### src/rtl/pfg_pkg.sv
package pfg_pkg;
    typedef enum logic [1:0] {
        ST_NORMAL  = 2'd0,
        ST_FINISH  = 2'd1,
        ST_PROTECT = 2'd2,
        ST_RECOVER = 2'd3
    } gate_state_e;
endpackage

### src/rtl/pfg_sync.sv
module pfg_sync #(
    parameter int STAGES = 2
) (
    input  logic clk,
    input  logic rst_n,
    input  logic d,
    output logic q
);
    logic [STAGES-1:0] chain_d, chain_q;

    always_comb begin
        chain_d = {chain_q[STAGES-2:0], d};
    end

    always_ff @(posedge clk or negedge rst_n) begin
        if (!rst_n) chain_q <= '0;
        else        chain_q <= chain_d;
    end

    assign q = chain_q[STAGES-1];
endmodule

### src/rtl/pfg_timer.sv
module pfg_timer #(
    parameter int MAX_COUNT = 255,
    localparam int W = $clog2(MAX_COUNT + 1)
) (
    input  logic         clk,
    input  logic         rst_n,
    input  logic         clear,
    output logic [W-1:0] count
);
    logic [W-1:0] count_d, count_q;

    always_comb begin
        count_d = count_q;
        if (clear)                         count_d = '0;
        else if (count_q != W'(MAX_COUNT)) count_d = count_q + 1'b1;
    end

    always_ff @(posedge clk or negedge rst_n) begin
        if (!rst_n) count_q <= '0;
        else        count_q <= count_d;
    end

    assign count = count_q;
endmodule

### src/rtl/pfg_bank_decode.sv
module pfg_bank_decode #(
    parameter int NUM_BANKS = 4,
    localparam int SEL_W = $clog2(NUM_BANKS)
) (
    input  logic                 enable,
    input  logic [SEL_W-1:0]     sel,
    output logic [NUM_BANKS-1:0] en_n
);
    for (genvar i = 0; i < NUM_BANKS; i++) begin : g_bank
        assign en_n[i] = !(enable && (sel == SEL_W'(i)));
    end
endmodule

### src/rtl/pfail_ce_gate.sv
module pfail_ce_gate
    import pfg_pkg::*;
#(
    parameter int NUM_BANKS      = 4,
    parameter int WP_TIMEOUT_CYC = 256,
    parameter int RECOVER_CYC    = 1000000,
    parameter int SYNC_STAGES    = 2,
    localparam int SEL_W = $clog2(NUM_BANKS)
) (
    input  logic                 clk,
    input  logic                 rst_n,
    input  logic                 req_n,
    input  logic [SEL_W-1:0]     bank_sel,
    input  logic                 pfail_async,
    input  logic                 thr_sel_in,
    output logic                 thr_sel_out,
    output logic [NUM_BANKS-1:0] bank_en_n
);
    localparam int CNT_MAX = (WP_TIMEOUT_CYC > RECOVER_CYC) ? WP_TIMEOUT_CYC : RECOVER_CYC;
    localparam int CNT_W   = $clog2(CNT_MAX + 1);

    typedef struct packed {
        gate_state_e st;
        logic        thr;
    } gate_regs_t;

    gate_regs_t  r_d, r_q;
    gate_state_e st_q;
    logic        pf_sync;
    logic        tmr_clear;
    logic [CNT_W-1:0] tmr_count;
    logic        wp_expired, settle_done, pass_req;

    pfg_sync #(.STAGES(SYNC_STAGES)) u_sync (
        .clk   (clk),
        .rst_n (rst_n),
        .d     (pfail_async),
        .q     (pf_sync)
    );

    pfg_timer #(.MAX_COUNT(CNT_MAX)) u_timer (
        .clk   (clk),
        .rst_n (rst_n),
        .clear (tmr_clear),
        .count (tmr_count)
    );

    assign wp_expired  = (tmr_count >= CNT_W'(WP_TIMEOUT_CYC - 1));
    assign settle_done = (tmr_count >= CNT_W'(RECOVER_CYC - 1));
    assign st_q        = r_q.st;

    always_comb begin
        r_d     = r_q;
        r_d.thr = thr_sel_in;
        case (r_q.st)
            ST_NORMAL: begin
                if (pf_sync) r_d.st = req_n ? ST_PROTECT : ST_FINISH;
            end
            ST_FINISH: begin
                if (req_n || wp_expired) r_d.st = ST_PROTECT;
            end
            ST_PROTECT: begin
                if (!pf_sync) r_d.st = ST_RECOVER;
            end
            ST_RECOVER: begin
                if (pf_sync)                     r_d.st = ST_PROTECT;
                else if (settle_done && req_n)   r_d.st = ST_NORMAL;
            end
            default: r_d.st = ST_PROTECT;
        endcase
        tmr_clear = (r_d.st != r_q.st);
    end

    always_ff @(posedge clk or negedge rst_n) begin
        if (!rst_n) r_q <= '{st: ST_RECOVER, thr: 1'b0};
        else        r_q <= r_d;
    end

    assign pass_req    = ((r_q.st == ST_NORMAL) || (r_q.st == ST_FINISH)) && !req_n;
    assign thr_sel_out = r_q.thr;

    pfg_bank_decode #(.NUM_BANKS(NUM_BANKS)) u_decode (
        .enable (pass_req),
        .sel    (bank_sel),
        .en_n   (bank_en_n)
    );
endmodule

### config.mk
export PLATFORM = sky130hd
export DESIGN_NAME = pfail_ce_gate
export DESIGN_NICKNAME = d
export VERILOG_FILES = /design/src/rtl/pfg_pkg.sv /design/src/rtl/pfg_sync.sv /design/src/rtl/pfg_timer.sv /design/src/rtl/pfg_bank_decode.sv /design/src/rtl/pfail_ce_gate.sv
export SDC_FILE = /design/constraint.sdc
export NUM_CORES = 1
export LEC_CHECK = 0
export BUFFER_PORTS_ARGS = -buffer_cell sky130_fd_sc_hd__buf_2
export CAP_MARGIN = 20
export CORE_MARGIN = 3
export CORE_UTILIZATION = 63
export DETAILED_ROUTE_END_ITERATION = 6
export PLACE_DENSITY = 0.83
export RECOVER_POWER = 100
export SETUP_SLACK_MARGIN = 0.05
export SYNTH_ARGS = -nofsm -noshare
export SYNTH_HDL_FRONTEND = slang
export SYNTH_SLANG_ARGS = --single-unit
### constraint.sdc
create_clock -name clk -period 5.75 [get_ports clk]
set_input_delay 0.2875 -clock clk [delete_from_list [all_inputs] [get_ports clk]]
set_output_delay 0.2875 -clock clk [all_outputs]
set_load 0.005 [all_outputs]
==> qor.txt <==
Critical path origin: u_timer.count[10]
Worst Clk Skew: 0.008175 ns
wire per inst: 16.28 um
DR iter-0 viols: 46
Clock power frac: 27.2%
Worst-Margin Slew: 1.525 ns
H-tree Lvls: 1
PostCTS Resize Cnt: 0
Pwr Density: 184.1 nW/um^2
status: complete, but fails checks
DRC Markers: 0
Critical Path End Type: flip-flop
Max FO, Critical Path: 20
CP Capture Point: u_timer.count[17]
Max clock buf depth: 2
antenna cells: 0
top-count cell post-synth: dfrtp_1
antenna violations before repair: 0
fmax: 321.2 MHz
Boundary Pins: 12
Die Y: 54.39 um
Initial Util: 70.85%
area fraction of the dominant cell type after synthesis: 39.02%
Die W: 54.39 um
CP Launch Type: flip-flop
WL final: 3060 um
switching share of power: 23.99%
final hold viol count: 0
Final Cycle Share: 54.14%
Unique masters post-synth: 45
failing checks: capacitance limit, slew limit
critical path, cell by cell: or4b_1 > or3_1 > o2111ai_1 > a22oi_1
Mapped Area: 1475 um^2
worst vdd ir: 0.1681 mV
Placement Cell Area: 1520 um^2
final setup violation count: 0
DIE AREA: 2958 um^2
Period minus WS final: 3.113 ns
vias: 1256
r2r setup slk: 2.64 ns
top cells by area, synth: dfrtp_1 (39%), a22oi_1 (4.6%), xor2_1 (4.2%), dfstp_2 (3.6%), a21oi_1 (3.4%)
CTS tree: done
unrepaired setup endpoints after global routing: no
Comb pwr share: 8.2%
I/O Buffers: 11
Reg power frac: 64.7%
Leak: 0.5753 nW
synth cell count leaders: dfrtp_1 (23), a21oi_1 (10), a22oi_1 (9)
first-pass GRT wire length: 5326 um
grt total ovfl: 0
CTS Root Cell: clkbuf_4
flops & latches, synth: 25
sequential-to-total area share from yosys stat: 42.58%
Synth area leader: dfrtp_1
worst skew pair latency: 0.32 ns
Syn Nets: 160
Post-Route Setup TNS: 0 ns
Synth-to-Final Area Change: 4.156%
CTS Sinks: 25
# nets final: 171
maxcap violations: 1
reg2reg end: u_timer.count[17]
Rows: 16
design area: 1536 um^2
Avg Inst Size Synth: 9.769 um^2
Hold Startpoint: thr_sel_in
vias per std cell: 6.681
Internal Power: 0.2150 mW
Crit Path Category: flip-flop to flip-flop
WHS: 0.06304 ns
vias in the first global route: 1194
Post-synth EDFFs: 0
Worst Path Required: 5.87 ns
Worst EP arrival: 3.24 ns
Tot GR Track Use: 24.70%
ys flop type: dfrtp_1
DRT Pass-1 Iters: 4
hold crit path type: input port to flip-flop
Final ANT Viol Nets: 0
worst r2r src: u_timer.count[10]
Post-synth ARST share: 100.0%
slowest CP cell: o2111ai_1
DP Wirelength: 2167 um
share of layout cells above drive strength 1: 10.56%
crit-path max cell delay: 1.21 ns
Final Max Tran Viols: 21
slew margin rel.: -1.783%
CTS Buf Count: 3
Core ar.: 2082 um^2
largest net degree at the start of global routing: 26
Yosys warning count: 0
clk slew on worst S/H paths: 0.13 ns
GPL Wtd Cong: 0.8316
Syn Inst Count: 151
Sw Pwr: 0.06785 mW
cell count of the worst reg-to-reg path: 4
## cells by family (layout without fill, tap and decap cells)
kind of cell / Yosys count / after routing / share of synthesized area, %
xor gates and xnor gates: 9 / 9 / 5.344
and+or+nand+nor: 64 / 64 / 27.31
buffers and inverters: 10 / 20 / 4.241
AOI/OAI and AO/OA: 41 / 41 / 18.83
adders and majority gates: 2 / 2 / 1.696
DFF: 25 / 25 / 42.58
## power groups by stage
stage | sequential, mW | clock (mW) | combinational, mW
floorplan | 0.186 | 0 | 0.0147
global placement | 0.186 | 0 | 0.0224
detailed placement | 0.186 | 0 | 0.0231
CTS | 0.183 | 0.0800 | 0.0238
global route | 0.184 | 0.0891 | 0.0257
finish | 0.183 | 0.0768 | 0.0231
## routing by layer
layer	global-route usage [%]	routed length [um]	share of wire (%)
met1	33.68	1412	46
met2	40.04	1409	46
met3	2.452	182	5.9
met4	9.959	56	1.8
met5	0	0	0
## stage by stage
step / util (%) / cells / worst slack [ns] / total power [mW]
2_1_floorplan: - / 151 / 3.791 / 0.2002
3_3_place_gp: 73.02 / 183 / 3.273 / 0.2086
3_5_place_dp: 73.02 / 183 / 3.207 / 0.2095
4_1_cts: 74.76 / 188 / 3.181 / 0.2869
5_1_grt: 73.80 / 188 / 2.326 / 0.2986
6_report: 73.80 / 188 / 2.637 / 0.2829
## critical path: cells and delay by family (launching register included)
kind	cells	cell delay [ns]
and+or+nand+nor	2	1.01
AOI/OAI and AO/OA	2	1.45
DFF	1	0.46
## final cells by class
class | instances | area [um^2]
Multi-Input combinational cell | 116 | 769.5
Sequential cell | 25 | 628.1
Fill cell | 169 | 545.5
Timing Repair Buffer | 13 | 67.56
Tap cell | 27 | 33.78
Clock buffer | 4 | 26.28
Inverter | 3 | 11.26
## cells in the final DEF (no fill, tap or decap), drive strengths merged, types with 3 or more instances in the layout
cell type  count
o21ai          8
nor3           5
inv            3
nor2           3
and3           3
a22oi         10
a21oi         10
nand3          7
o31ai          3
nand4          6
and4           4
clkbuf         8
xor2           7
or3            7
buf            8
dfrtp         23
nand2          8
nor2b          4
or4            4
## state kept, by name (all words and copies together), names as in the netlist
| register | cells |
|---|---|
| thr_sel_out | 1 |
| st_q | 2 |
| u_timer.count | 20 |
| u_sync.chain_q | 2 |
## how the worst min path moves through the flow
stage | depth (start not counted) | to | slack [ns]
floorplan | 0 | thr_sel_out | -0.008
global placement | 1 | u_timer.count[3] | 0.30
detailed placement | 1 | u_timer.count[3] | 0.31
CTS | 1 | thr_sel_out | 0.05
global route | 1 | thr_sel_out | 0.04
finish | 1 | thr_sel_out | 0.06
## repair_timing
action,CTS,global route
endpoints found under the hold margin,23,0
hold buffers,1,0
setup buffers,0,0
Power figures use the tool's default switching activity.
